[src/rtl/pwmtb_pkg.sv]
`timescale 1ns/1ps
package pwmtb_pkg;
  // status bit positions (decoded by software, so fixed)
  localparam int FLAG_FAULT = 0;
  localparam int FLAG_XRLD  = 1;
  localparam int FLAG_HALF  = 2;
  localparam int FLAG_RLD   = 3;
  localparam int FLAG_CMP0  = 4;

  // word addresses
  localparam int A_CTRL   = 0;
  localparam int A_START  = 1;
  localparam int A_PERIOD = 2;
  localparam int A_FLAGS  = 3;
  localparam int A_IRQEN  = 4;
  localparam int A_DMAEN  = 5;
  localparam int A_COUNT  = 6;
  localparam int A_CMP0   = 8;

  // control word bits
  localparam int CTRL_RUN       = 0;
  localparam int CTRL_SYNC_MAIN = 1;
  localparam int CTRL_SYNC_EXT  = 2;
  localparam int CTRL_CAP0      = 8;
endpackage

[src/rtl/pwmtb_counter.sv]
`timescale 1ns/1ps
module pwmtb_counter #(
  parameter int CNT_W  = 16,
  parameter int XCNT_W = 4
) (
  input  logic              clk,
  input  logic              rst_n,
  input  logic              run,
  input  logic              load_now,
  input  logic [CNT_W-1:0]  load_cnt,
  input  logic [XCNT_W-1:0] load_xcnt,
  input  logic [CNT_W-1:0]  start,
  input  logic [XCNT_W-1:0] xstart,
  input  logic [CNT_W-1:0]  period,
  input  logic [XCNT_W-1:0] xperiod,
  input  logic              sync_main,
  input  logic              sync_ext,
  output logic [CNT_W-1:0]  cnt,
  output logic [XCNT_W-1:0] xcnt,
  output logic              evt_rld,
  output logic              evt_half,
  output logic              evt_xrld,
  output logic              evt_wrap
);
  function automatic logic [CNT_W-1:0] half_of(input logic [CNT_W-1:0] p);
    return p >> 1;
  endfunction

  function automatic logic [XCNT_W-1:0] ext_next(input logic [XCNT_W-1:0] cur,
                                                 input logic [XCNT_W-1:0] top,
                                                 input logic [XCNT_W-1:0] base);
    return (cur == top) ? base : cur + 1'b1;
  endfunction

  logic at_period;

  always_comb begin
    at_period = run && (cnt == period);
    evt_wrap  = at_period && !sync_main;
    evt_rld   = at_period || sync_main;
    evt_half  = run && (cnt == half_of(period));
    evt_xrld  = sync_ext || (evt_wrap && (xcnt == xperiod));
  end

  always_ff @(posedge clk or negedge rst_n) begin
    if (!rst_n) begin
      cnt  <= '0;
      xcnt <= '0;
    end else if (load_now) begin
      cnt  <= load_cnt;
      xcnt <= load_xcnt;
    end else begin
      if (sync_main || evt_wrap) cnt <= start;
      else if (run)              cnt <= cnt + 1'b1;
      if (sync_ext)              xcnt <= xstart;
      else if (evt_wrap)         xcnt <= ext_next(xcnt, xperiod, xstart);
    end
  end
endmodule

[src/rtl/pwmtb_compare.sv]
`timescale 1ns/1ps
module pwmtb_compare #(
  parameter int CNT_W   = 16,
  parameter int NUM_CMP = 4
) (
  input  logic                          clk,
  input  logic                          rst_n,
  input  logic                          run,
  input  logic [CNT_W-1:0]              cnt,
  input  logic [NUM_CMP-1:0]            cap_mode,
  input  logic [NUM_CMP-1:0]            cap_in,
  input  logic [NUM_CMP-1:0]            wr_sel,
  input  logic [CNT_W-1:0]              wr_val,
  output logic [NUM_CMP-1:0][CNT_W-1:0] cmp_val,
  output logic [NUM_CMP-1:0]            cmp_evt
);
  for (genvar i = 0; i < NUM_CMP; i++) begin : g_cmp
    logic cap_q;
    logic cap_rise;

    always_comb begin
      cap_rise   = cap_in[i] && !cap_q;
      cmp_evt[i] = cap_mode[i] ? cap_rise : (run && (cnt == cmp_val[i]));
    end

    always_ff @(posedge clk or negedge rst_n) begin
      if (!rst_n) begin
        cap_q      <= 1'b0;
        cmp_val[i] <= '0;
      end else begin
        cap_q <= cap_in[i];
        if (cap_mode[i] && cap_rise) cmp_val[i] <= cnt;
        else if (wr_sel[i])          cmp_val[i] <= wr_val;
      end
    end
  end
endmodule

[src/rtl/pwmtb_flags.sv]
`timescale 1ns/1ps
module pwmtb_flags #(
  parameter int NF = 8
) (
  input  logic          clk,
  input  logic          rst_n,
  input  logic [NF-1:0] set_vec,
  input  logic [NF-1:0] clr_vec,
  input  logic [NF-1:0] irq_en,
  input  logic [NF-1:0] dma_en,
  output logic [NF-1:0] flags,
  output logic          irq,
  output logic          dma_req
);
  function automatic logic routed(input logic [NF-1:0] f, input logic [NF-1:0] en);
    return |(f & en);
  endfunction

  always_ff @(posedge clk or negedge rst_n) begin
    if (!rst_n) flags <= '0;
    else        flags <= (flags & ~clr_vec) | set_vec;
  end

  always_comb begin
    irq     = routed(flags, irq_en);
    dma_req = routed(flags, dma_en);
  end
endmodule

[src/rtl/pwm_timebase.sv]
`timescale 1ns/1ps
module pwm_timebase
  import pwmtb_pkg::*;
#(
  parameter int CNT_W   = 16,
  parameter int XCNT_W  = 4,
  parameter int NUM_CMP = 4,
  parameter int ADDR_W  = 4,
  parameter int DATA_W  = 32
) (
  input  logic               clk,
  input  logic               rst_n,
  input  logic               wr_en,
  input  logic [ADDR_W-1:0]  wr_addr,
  input  logic [DATA_W-1:0]  wr_data,
  input  logic [ADDR_W-1:0]  rd_addr,
  output logic [DATA_W-1:0]  rd_data,
  input  logic               sync_in,
  input  logic [NUM_CMP-1:0] cap_in,
  input  logic               fault_in,
  output logic               irq,
  output logic               dma_req
);
  localparam int NF = FLAG_CMP0 + NUM_CMP;

  // configuration state
  logic               run_q, sync_main_en_q, sync_ext_en_q;
  logic [NUM_CMP-1:0] cap_mode_q;
  logic [CNT_W-1:0]   start_q, period_q;
  logic [XCNT_W-1:0]  xstart_q, xperiod_q;
  logic [NF-1:0]      irq_en_q, dma_en_q;

  // named internal events
  logic               start_wr, sync_main, sync_ext;
  logic [CNT_W-1:0]   cnt;
  logic [XCNT_W-1:0]  xcnt;
  logic               evt_rld, evt_half, evt_xrld, evt_wrap;
  logic [NUM_CMP-1:0] cmp_evt, cmp_wr_sel;
  logic [NUM_CMP-1:0][CNT_W-1:0] cmp_val;
  logic [NF-1:0]      set_vec, clr_vec, flags;
  logic               unused_wr_bits;

  function automatic logic hit_addr(input logic en, input logic [ADDR_W-1:0] a, input int target);
    return en && (a == ADDR_W'(target));
  endfunction

  assign start_wr       = hit_addr(wr_en, wr_addr, A_START);
  assign sync_main      = sync_in && sync_main_en_q;
  assign sync_ext       = sync_in && sync_ext_en_q;
  assign unused_wr_bits = ^wr_data;

  always_ff @(posedge clk or negedge rst_n) begin
    if (!rst_n) begin
      run_q          <= 1'b0;
      sync_main_en_q <= 1'b0;
      sync_ext_en_q  <= 1'b0;
      cap_mode_q     <= '0;
      start_q        <= '0;
      xstart_q       <= '0;
      period_q       <= '0;
      xperiod_q      <= '0;
      irq_en_q       <= '0;
      dma_en_q       <= '0;
    end else begin
      if (hit_addr(wr_en, wr_addr, A_CTRL)) begin
        run_q          <= wr_data[CTRL_RUN];
        sync_main_en_q <= wr_data[CTRL_SYNC_MAIN];
        sync_ext_en_q  <= wr_data[CTRL_SYNC_EXT];
        cap_mode_q     <= wr_data[CTRL_CAP0 +: NUM_CMP];
      end
      if (start_wr) begin
        start_q  <= wr_data[CNT_W-1:0];
        xstart_q <= wr_data[CNT_W +: XCNT_W];
      end
      if (hit_addr(wr_en, wr_addr, A_PERIOD)) begin
        period_q  <= wr_data[CNT_W-1:0];
        xperiod_q <= wr_data[CNT_W +: XCNT_W];
      end
      if (hit_addr(wr_en, wr_addr, A_IRQEN)) irq_en_q <= wr_data[NF-1:0];
      if (hit_addr(wr_en, wr_addr, A_DMAEN)) dma_en_q <= wr_data[NF-1:0];
    end
  end

  for (genvar i = 0; i < NUM_CMP; i++) begin : g_sel
    assign cmp_wr_sel[i] = hit_addr(wr_en, wr_addr, A_CMP0 + i);
  end

  pwmtb_counter #(.CNT_W(CNT_W), .XCNT_W(XCNT_W)) u_counter (
    .clk(clk), .rst_n(rst_n), .run(run_q), .load_now(start_wr),
    .load_cnt(wr_data[CNT_W-1:0]), .load_xcnt(wr_data[CNT_W +: XCNT_W]),
    .start(start_q), .xstart(xstart_q), .period(period_q), .xperiod(xperiod_q),
    .sync_main(sync_main), .sync_ext(sync_ext), .cnt(cnt), .xcnt(xcnt),
    .evt_rld(evt_rld), .evt_half(evt_half), .evt_xrld(evt_xrld), .evt_wrap(evt_wrap)
  );

  pwmtb_compare #(.CNT_W(CNT_W), .NUM_CMP(NUM_CMP)) u_compare (
    .clk(clk), .rst_n(rst_n), .run(run_q), .cnt(cnt), .cap_mode(cap_mode_q),
    .cap_in(cap_in), .wr_sel(cmp_wr_sel), .wr_val(wr_data[CNT_W-1:0]),
    .cmp_val(cmp_val), .cmp_evt(cmp_evt)
  );

  always_comb begin
    set_vec                       = '0;
    set_vec[FLAG_FAULT]           = fault_in;
    set_vec[FLAG_XRLD]            = evt_xrld;
    set_vec[FLAG_HALF]            = evt_half;
    set_vec[FLAG_RLD]             = evt_rld;
    set_vec[FLAG_CMP0 +: NUM_CMP] = cmp_evt;
    clr_vec = hit_addr(wr_en, wr_addr, A_FLAGS) ? wr_data[NF-1:0] : '0;
  end

  pwmtb_flags #(.NF(NF)) u_flags (
    .clk(clk), .rst_n(rst_n), .set_vec(set_vec), .clr_vec(clr_vec),
    .irq_en(irq_en_q), .dma_en(dma_en_q), .flags(flags), .irq(irq), .dma_req(dma_req)
  );

  always_comb begin
    rd_data = '0;
    case (int'(rd_addr))
      A_CTRL: begin
        rd_data[CTRL_RUN]              = run_q;
        rd_data[CTRL_SYNC_MAIN]        = sync_main_en_q;
        rd_data[CTRL_SYNC_EXT]         = sync_ext_en_q;
        rd_data[CTRL_CAP0 +: NUM_CMP]  = cap_mode_q;
      end
      A_START:  rd_data[CNT_W+XCNT_W-1:0] = {xstart_q, start_q};
      A_PERIOD: rd_data[CNT_W+XCNT_W-1:0] = {xperiod_q, period_q};
      A_FLAGS:  rd_data[NF-1:0]           = flags;
      A_IRQEN:  rd_data[NF-1:0]           = irq_en_q;
      A_DMAEN:  rd_data[NF-1:0]           = dma_en_q;
      A_COUNT:  rd_data[CNT_W+XCNT_W-1:0] = {xcnt, cnt};
      default: begin
        for (int i = 0; i < NUM_CMP; i++)
          if (int'(rd_addr) == A_CMP0 + i) rd_data[CNT_W-1:0] = cmp_val[i];
      end
    endcase
  end
endmodule

[config.mk]
export PLATFORM = sky130hd
export DESIGN_NAME = pwm_timebase
export DESIGN_NICKNAME = d
export VERILOG_FILES = /design/src/rtl/pwmtb_pkg.sv /design/src/rtl/pwmtb_counter.sv /design/src/rtl/pwmtb_compare.sv /design/src/rtl/pwmtb_flags.sv /design/src/rtl/pwm_timebase.sv
export SDC_FILE = /design/constraint.sdc
export NUM_CORES = 1
export LEC_CHECK = 0
export BUFFER_PORTS_ARGS = -buffer_cell sky130_fd_sc_hd__buf_4
export CAP_MARGIN = 20
export CORE_MARGIN = 1.5
export CORE_UTILIZATION = 35
export DETAILED_ROUTE_END_ITERATION = 7
export PLACE_DENSITY = 0.55
export SLEW_MARGIN = 5
export SYNTH_ARGS = -nofsm -noshare
export SYNTH_HDL_FRONTEND = slang
export SYNTH_SLANG_ARGS = --single-unit
[constraint.sdc]
create_clock -name clk -period 3.49 [get_ports clk]
set_clock_uncertainty 0.2 [all_clocks]
set_input_delay 0.698 -clock clk [delete_from_list [all_inputs] [get_ports clk]]
set_output_delay 0.698 -clock clk [all_outputs]
set_load 0.01 [all_outputs]
==> impl_metrics.py, run 1 <==
metrics = {
    "status": {
        "status": "complete, no violations",
    },
    "finish": {
        "fillCellCount": 2774,
        "final_nets": 1144,
        "fin_area_um2": 11400,
        "area_growth_pct": 15.3,
        "drive_above_1_share": 0.196,
        "antennaDiodeCount": 0,
        "finalNonFillerCells": 1484,
    },
    "global_route": {
        "antenna_found_initial": 0,
        "grt.total_usage": 0.229,
        "grt_max_degree": 66,
        "grt.overflow.total": 0,
        "grt_pass1_wl_um": 49200,
        "grt_pass1_vias": 7983,
    },
    "detailed_routing": {
        "wl_um": 32700,
        "drtAntennaViolNets": 0,
        "dr.pass1.iters": 5,
        "vias": 8350,
        "drc": 0,
        "viasPerCell": 5.63,
        "wl_per_cell_um": 22.1,
        "drtIter0Drc": 766,
    },
    "die": {
        "rows": 61,
        "dieArea_um2": 29200,
        "initial_core_util": 0.355,
        "die_w_um": 171,
        "io_pins": 83,
        "coreArea_um2": 27800,
        "die_h_um": 171,
    },
    "synth": {
        "synth_warnings": 0,
        "async_flop_share": 1.00,
        "synth_top_area_frac": 0.403,
        "synth_seq_cells": 159,
        "synth_top_area_cell": "dfrtp_1",
        "ys_top_cells_by_area": "dfrtp_1 40%, mux2i_1 7.3%, xor2_1 6.5%",
        "ys_seq_area_frac": 0.403,
        "synth_enable_flop_cells": 0,
        "synth_cells": 1059,
        "synth_cell_type_count": 58,
        "synth.avg_cell_area_um2": 9.32,
        "netlist_area_um2": 9870,
        "synth_ff_type": "dfrtp_1",
    },
    "pwr": {
        "p_leak_nw": 4.95,
        "powerDensity_nw_per_um2": 729,
        "power_mw": 8.29,
        "switching_share": 0.400,
        "pwr-share-seq": 0.383,
        "p_int_mw": 4.98,
        "p_switching_mw": 3.32,
        "clock_power_share": 0.224,
        "power.share.combinational": 0.394,
        "peakVddDrop_mv": 0.310,
    },
    "timing": {
        "tns_ns": 0,
        "hold_viol": 0,
        "finalSetupViolations": 0,
        "min_period_over_period": 0.923,
        "rsz0062_at_grt": "no",
        "slew_headroom": 0.493,
        "fmax_mhz": 311,
        "maxSlewViolCount": 0,
        "period_minus_slack_ns": 3.22,
        "tightestPinTransition_ns": 0.760,
    },
    "clock_tree": {
        "clk_latency_ns": 0.43,
        "htree_num_levels": 4,
        "cts_tree": "done",
        "hold_buffers": 0,
        "post_cts_buffers": 0,
        "ctsResizeCount": 0,
        "cts_buffers": 17,
        "cts_num_sinks": 159,
        "clockBufferDepth": 2,
        "clkTransAtPathRegs_ns": 0.06,
        "cts-root-buf": "clkbuf_16",
    },
    "placed_design": {
        "gp_congestion": 0.905,
        "dp_cells": 1452,
        "placed_area_um2": 10800,
        "io_buffers": 58,
        "hpwl_um": 23300,
    },
    "critical_path": {
        "slowest_delay_ns": 0.38,
        "rrSetupSlack_ns": 0.93,
        "crit_type": "in -> out",
        "path_cells": "buf_4 > buf_4 > o21ai_0 > and3_1 > a21oi_1 > a311oi_1 > o22ai_1 > buf_4",
        "start_kind": "primary input",
        "slowest_stage": "buf_4",
        "crit_arrival_ns": 2.32,
        "crit_path_frequent_cell": "buf_4",
        "end_kind": "output port",
        "rr_worst_depth": 6,
        "critical_path_required_ns": 2.59,
        "reg2reg_from": "period_q[11]",
        "path_max_fanout": 28,
        "r2r-end": "u_counter.cnt[0]",
    },
    "job": {
        "drv_cap": 0,
    },
    "min_path": {
        "hp-class": "in -> async",
    },
}
worst max-delay path, delay by kind of cell:
family | cells | cell delay, ns
compound gates | 4 | 0.62
buf+inv | 3 | 0.81
simple gates | 1 | 0.17
kinds of logic after synthesis:
kind of cell,after synthesis,synth area share
other,1,0.000380
multiplexers,136,0.157
AO/OA/AOI/OAI,220,0.144
XOR/XNOR,103,0.0914
adder cells (fa/ha/maj),2,0.00254
AND/OR/NAND/NOR,313,0.146
buffers and inverters,125,0.0544
flip-flops,159,0.403
cell type report:
type / count / area [um2] / area share
Clock buffer: 22 / 454 / 0.0399
Clock inverter: 10 / 114 / 0.0100
Inverter: 15 / 56.3 / 0.00495
Multi-Input combinational cell: 786 / 5410 / 0.476
Sequential cell: 159 / 3980 / 0.350
Tap cell: 378 / 473 / 0.0416
Timing Repair Buffer: 114 / 883 / 0.0777
per-stage QoR:
| step | setup slack [ns] | util | hold slack (ns) |
|---|---|---|---|
| floorplan | 0.398 | - | 0.202 |
| global placement | 0.263 | 0.388 | 0.285 |
| detailed placement | 0.291 | 0.389 | 0.296 |
| CTS | 0.287 | 0.409 | 0.0859 |
| global route | 0.183 | 0.409 | 0.108 |
| finish | 0.270 | 0.409 | 0.0622 |
worst max path at each step:
stage | start | endpoint | slack [ns] | depth (start not counted)
after floorplan | rd_addr[0] | rd_data[6] | 0.40 | 6
after global placement | rd_addr[0] | rd_data[2] | 0.26 | 8
after detailed placement | rd_addr[0] | rd_data[2] | 0.29 | 8
after CTS | rd_addr[0] | rd_data[2] | 0.29 | 8
after global routing | rd_addr[0] | rd_data[2] | 0.18 | 8
final | rd_addr[0] | rd_data[2] | 0.27 | 8
registers in the layout (all words and copies together), names as in the netlist:
register               cells
period_q                  16
start_q                   16
xperiod_q                  4
sync_main_en_q             1
u_counter.cnt             16
cap_mode_q                 4
u_compare.g_cmp.cap_q      4
sync_ext_en_q              1
run_q                      1
xstart_q                   4
u_flags.flags              8
irq_en_q                   8
u_compare.cmp_val         64
u_counter.xcnt             4
dma_en_q                   8
routing by layer:
layer  wire, um  up-vias  global-route usage
met3       1980       57              0.0319
met1      14300     4130               0.312
met4        874        0              0.0751
met2      15600      344               0.377
met5          0        -                   0
li1           -     3819                   -
synthesized netlist by cell type (all sizes together), types with 21 or more instances:
cell type	count
nand3	26
mux2	54
dfrtp	159
o21ai	30
mux2i	72
xnor2	30
buf	39
nand2	108
clkbuf	71
xor2	73
a21oi	86
nor2	91
nand4	21
power by group through the flow:
stage / Combinational [mW] / Sequential [mW] / Clock (mW)
finish: 3.26 / 3.17 / 1.85
global route: 3.53 / 3.25 / 1.95
CTS: 3.25 / 3.16 / 1.88
detailed placement: 3.24 / 3.18 / 0
global placement: 3.20 / 3.17 / 0
floorplan: 2.31 / 2.93 / 0
placed cells by master (no fill, tap or decap), types with 5 or more instances in the layout:
| cell | synthesis | layout |
|---|---|---|
| a21oi_1 | 86 | 86 |
| a221oi_1 | 7 | 7 |
| a222oi_1 | 5 | 5 |
| a22o_1 | 7 | 7 |
| a22oi_1 | 17 | 17 |
| a31oi_1 | 16 | 16 |
| buf_4 | 12 | 111 |
| clkbuf_16 | 0 | 17 |
| conb_1 | 1 | 12 |
| dfrtp_1 | 159 | 159 |
| inv_1 | 15 | 15 |
| mux2_2 | 50 | 50 |
| mux2i_1 | 72 | 72 |
| mux4_2 | 10 | 10 |
| nand2_1 | 108 | 108 |
| nand2b_1 | 7 | 7 |
| nand3_1 | 26 | 26 |
| nand3b_1 | 7 | 7 |
| nand4_1 | 21 | 21 |
| nor2_1 | 91 | 88 |
| nor2b_1 | 5 | 5 |
| nor3_1 | 9 | 8 |
| nor4_1 | 18 | 18 |
| o2111ai_1 | 9 | 9 |
| o211ai_1 | 12 | 12 |
| o21ai_0 | 25 | 25 |
| xnor2_1 | 30 | 30 |
| xor2_1 | 73 | 73 |
(Power assumes the default switching activity.)
==> inputs of run 2 (changes only) <==
--- a/config.mk
+++ b/config.mk
@@ -14,4 +14,5 @@
 export SLEW_MARGIN = 5
 export SYNTH_ARGS = -nofsm -noshare
 export SYNTH_HDL_FRONTEND = slang
+export SYNTH_HIERARCHICAL = 1
 export SYNTH_SLANG_ARGS = --single-unit
==> run 2 against run 1 <==
Against the previous run: core utilization decreased by 0.77 points; clock power about the same; wire length decreased by 2.7%; synthesized area increased by 3.3%; fmax increased by 0.26%; design area increased by 1.4%; register-to-register slack got worse by 0.16 ns; global-route usage decreased by 1.4 points; final cell count decreased by 3.5%; largest cell class unchanged.
==> impl_metrics.py, run 2 <==
metrics = {
    "finish": {
        "regMostFlops": "u_compare/cmp_val",
        "antennaDiodeCount": 0,
        "final_common_cell": "dfrtp_1",
        "largest_reg_flops": 64,
        "drive_above_1_share": 0.224,
        "final_nets": 1086,
        "area_growth_pct": 13.2,
        "fillCellCount": 2915,
        "mostFrequentLayoutCells": "159 x dfrtp_1, 98 x nor2_1, 94 x mux2i_1, 94 x buf_4, 91 x a21oi_1",
    },
    "clock_tree": {
        "clk_latency_ns": 0.44,
        "cts_buffers": 17,
        "clkTransAtPathRegs_ns": 0.06,
        "post_cts_buffers": 0,
        "clockBufferDepth": 2,
        "cts_num_sinks": 159,
        "htree_num_levels": 4,
        "ctsResizeCount": 0,
        "cts_tree": "done",
        "hold_buffers": 0,
        "cts-root-buf": "clkbuf_16",
    },
    "pwr": {
        "peakVddDrop_mv": 0.385,
        "switching_share": 0.406,
        "clock_power_share": 0.219,
        "pwr-share-seq": 0.386,
        "power.share.combinational": 0.396,
        "p_switching_mw": 3.50,
        "p_leak_nw": 4.70,
        "powerDensity_nw_per_um2": 747,
        "power_mw": 8.61,
        "p_int_mw": 5.12,
    },
    "timing": {
        "min_period_over_period": 0.920,
        "finalSetupViolations": 0,
        "slew_headroom": 0.411,
        "hold_viol": 0,
        "tns_ns": 0,
        "period_minus_slack_ns": 3.21,
        "tightestPinTransition_ns": 0.884,
        "rsz0062_at_grt": "no",
        "maxSlewViolCount": 0,
        "fmax_mhz": 311,
    },
    "global_route": {
        "antenna_found_initial": 0,
        "grt_pass1_wl_um": 48800,
        "grt_pass1_vias": 7735,
        "grt_max_degree": 60,
        "grt.total_usage": 0.215,
        "grt.overflow.total": 0,
    },
    "detailed_routing": {
        "drc": 0,
        "drtIter0Drc": 578,
        "wl_um": 31900,
        "dr.pass1.iters": 6,
        "drtAntennaViolNets": 0,
        "wl_per_cell_um": 22.3,
        "vias": 7794,
        "viasPerCell": 5.44,
    },
    "critical_path": {
        "start_kind": "primary input",
        "critical_path_required_ns": 2.59,
        "end_kind": "output port",
        "crit_arrival_ns": 2.31,
        "crit_type": "in -> out",
        "path_max_fanout": 24,
    },
    "synth": {
        "netlist_area_um2": 10200,
        "synth_cells": 996,
        "synth_warnings": 6,
        "synth.avg_cell_area_um2": 10.2,
    },
    "die": {
        "rows": 62,
        "die_w_um": 174,
        "coreArea_um2": 28700,
        "die_h_um": 174,
        "dieArea_um2": 30100,
        "io_pins": 83,
        "initial_core_util": 0.355,
    },
    "placed_design": {
        "gp_congestion": 0.894,
        "hpwl_um": 22700,
        "io_buffers": 58,
    },
    "status": {
        "status": "complete, no violations",
    },
    "job": {
        "drv_cap": 0,
    },
    "min_path": {
        "hp-class": "in -> async",
    },
}
==> run 2: final timing paths <==
path                                                  to        startpoint  cells past startpoint  slack [ns]
worst max-delay path                         rd_data[11]        rd_addr[0]                      6        0.28
worst min-delay path                        period_q[14]             rst_n                      1        0.06
worst max register to register          u_counter/cnt[8]  u_counter/cnt[6]                      7        0.77
worst min register to register               irq_en_q[4]       irq_en_q[4]                      1        0.33
max in group asynchronous                    period_q[5]             rst_n                      2        2.27
min in group clk                u_compare/g_cmp[0].cap_q         cap_in[0]                      1        0.17
==> run 2: per-layer routing <==
metal | vias to the layer above | wire [um] | track usage | part of all wire
met2 | 243 | 15100 | 0.345 | 0.47
met4 | 0 | 888 | 0.0744 | 0.028
met3 | 47 | 1420 | 0.0311 | 0.044
li1 | 3595 | - | - | -
met1 | 3909 | 14500 | 0.298 | 0.45
met5 | - | 0 | 0 | 0
==> run 2: per-stage QoR <==
stage,area (um2),hold WS [ns],setup WS (ns),std cells,util
after floorplan,10200,0.202,0.765,1007,-
after global placement,10900,0.317,0.328,1400,0.381
after detailed placement,10900,0.322,0.310,1400,0.381
after CTS,11500,0.0786,0.297,1432,0.402
after global routing,11500,0.0977,0.224,1432,0.402
final,11500,0.0567,0.278,1432,0.402
==> run 2: worst max-delay path, stage by stage <==
cell	delay (ns)
buf_4	0.29
nand2b_1	0.19
nor2_1	0.38
a221oi_1	0.15
o21ai_0	0.38
buf_4	0.20
==> run 2: layout make-up <==
type                            count  area, um2  area share
Multi-Input combinational cell    734       5600       0.486
Sequential cell                   159       3980       0.345
Timing Repair Buffer               99        797      0.0691
Tap cell                          384        480      0.0417
Clock buffer                       20        457      0.0396
Clock inverter                     12        125      0.0109
Inverter                           24       90.1     0.00781
==> run 2: power groups by stage <==
stage | clock network, mW | registers (mW) | logic (mW)
floorplan | 0 | 3.03 | 2.56
global placement | 0 | 3.32 | 3.33
detailed placement | 0 | 3.34 | 3.36
CTS | 1.93 | 3.31 | 3.38
global route | 1.99 | 3.41 | 3.68
finish | 1.88 | 3.32 | 3.41
==> inputs of run 3 (changes only) <==
--- a/config.mk
+++ b/config.mk
@@ -7,7 +7,6 @@
 export LEC_CHECK = 0
 export BUFFER_PORTS_ARGS = -buffer_cell sky130_fd_sc_hd__buf_4
 export CAP_MARGIN = 20
-export CORE_MARGIN = 1.5
 export CORE_UTILIZATION = 35
 export DETAILED_ROUTE_END_ITERATION = 7
 export PLACE_DENSITY = 0.55
==> run 3 against run 2 <==
Against the previous run: wire length is 1.1% higher; global-route usage is 0.32 points higher; die area down 1.1%; via count grew 0.81%; fmax about the same; largest power group unchanged; worst setup slack about the same.
==> impl_metrics.py, run 3 (synthesis gave the netlist of run 2 again) <==
metrics = {
    "global_route": {
        "grt_max_degree": 58,
        "grt_pass1_vias": 7706,
        "grt.total_usage": 0.218,
        "antenna_found_initial": 0,
        "grt.overflow.total": 0,
        "grt_pass1_wl_um": 49200,
    },
    "pwr": {
        "peakVddDrop_mv": 0.409,
        "switching_share": 0.401,
        "power_mw": 8.78,
        "p_switching_mw": 3.53,
        "powerDensity_nw_per_um2": 757,
        "clock_power_share": 0.235,
        "pwr-share-seq": 0.378,
        "p_int_mw": 5.26,
        "power.share.combinational": 0.387,
        "p_leak_nw": 4.75,
    },
    "die": {
        "coreArea_um2": 28700,
        "die_w_um": 173,
        "dieArea_um2": 29800,
        "initial_core_util": 0.355,
        "rows": 62,
        "io_pins": 83,
        "die_h_um": 173,
    },
    "finish": {
        "mostFrequentLayoutCells": "159 x dfrtp_1, 99 x buf_4, 98 x nor2_1, 94 x mux2i_1, 91 x a21oi_1",
        "fin_area_um2": 11600,
        "drive_above_1_share": 0.228,
        "antennaDiodeCount": 0,
        "finalNonFillerCells": 1436,
        "post-route-util": 0.404,
        "regMostFlops": "u_compare/cmp_val",
        "largest_reg_flops": 64,
        "final_nets": 1090,
        "final_common_cell": "dfrtp_1",
        "area_growth_pct": 13.8,
    },
    "clock_tree": {
        "cts_tree": "done",
        "cts_buffers": 17,
        "hold_buffers": 0,
        "clkTransAtPathRegs_ns": 0.07,
        "ctsResizeCount": 0,
        "htree_num_levels": 4,
        "cts_num_sinks": 159,
        "post_cts_buffers": 0,
        "clk_latency_ns": 0.43,
        "cts-root-buf": "clkbuf_16",
        "clockBufferDepth": 2,
    },
    "critical_path": {
        "slowest_delay_ns": 0.58,
        "path_max_fanout": 27,
        "rrSetupSlack_ns": 0.76,
        "crit_start": "rd_addr[0]",
        "crit_type": "in -> out",
        "reg2reg_from": "u_counter/cnt[6]",
        "slowest_stage": "and3b_1",
        "critical_path_required_ns": 2.59,
        "crit_path_frequent_cell": "buf_4",
        "crit_arrival_ns": 2.31,
        "end_kind": "output port",
        "path_cells": "buf_4 > and3b_1 > nor2b_1 > a222oi_1 > inv_1 > buf_4",
        "start_kind": "primary input",
    },
    "detailed_routing": {
        "drc": 0,
        "wl_um": 32200,
        "drtIter0Drc": 731,
        "wl_per_cell_um": 22.4,
        "dr.pass1.iters": 6,
        "drtAntennaViolNets": 0,
        "vias": 7857,
        "viasPerCell": 5.47,
    },
    "job": {
        "drv_cap": 0,
    },
    "min_path": {
        "hp-class": "in -> async",
    },
    "placed_design": {
        "gp_congestion": 0.868,
        "pre_cts_ws_ns": 0.309,
        "io_buffers": 58,
        "hpwl_um": 23000,
        "placed_area_um2": 11000,
        "dp_cells": 1404,
    },
    "timing": {
        "maxSlewViolCount": 0,
        "hold_viol": 0,
        "period_minus_slack_ns": 3.21,
        "rsz0062_at_grt": "no",
        "finalSetupViolations": 0,
        "setup_slack_ns": 0.278,
        "min_period_over_period": 0.920,
        "tightestPinTransition_ns": 1.08,
        "slew_headroom": 0.276,
        "tns_ns": 0,
        "holdWs_ns": 0.0679,
        "fmax_mhz": 311,
    },
    "status": {
        "status": "complete, no violations",
    },
}
==> run 3: changes by cell type in the layout (fill, tap and decap cells not counted) <==
cell / before / now
clkinv_4: 3 / 2
bufinv_16: 1 / 3
buf_12: 4 / 3
clkinvlp_4: 2 / 0
buf_4: 94 / 99
inv_8: 2 / 4
clkbuf_8: 2 / 1
inv_6: 3 / 4
clkbuf_1: 1 / 0
==> run 3: metal layers <==
layer  vias to the layer above  part of all wire  track usage
met5                         -                 0            0
met4                         0             0.023       0.0688
met3                        38             0.050       0.0288
met2                       254              0.48        0.359
met1                      3973              0.44        0.298
li1                       3592                 -            -
==> run 3: layout make-up <==
type	count	area (um2)
Timing Repair Buffer	103	815
Clock buffer	18	439
Multi-Input combinational cell	734	5600
Inverter	24	90.1
Tap cell	384	480
Clock inverter	14	193
Fill cell	2839	17100
Sequential cell	159	3980
==> run 3: worst max-delay path: cells and delay by family <==
family | cells | cell delay [ns]
compound gates | 1 | 0.14
buf+inv | 3 | 0.41
simple gates | 2 | 1.05
==> run 3: worst paths after layout <==
check | to | cells past startpoint
worst min register to register | dma_en_q[5] | 1
worst max-delay path | rd_data[17] | 6
worst min-delay path | period_q[14] | 1
worst max register to register | u_counter/cnt[8] | 7
min in group clk | u_compare/g_cmp[1].cap_q | 1
max in group asynchronous | u_counter/cnt[6] | 2
==> run 3: power groups by stage <==
stage	Sequential [mW]	Clock, mW	Combinational (mW)
floorplan	3.03	0	2.56
global placement	3.32	0	3.32
detailed placement	3.34	0	3.36
finish	3.32	2.07	3.40
global route	3.42	2.15	3.66
CTS	3.31	2.09	3.38
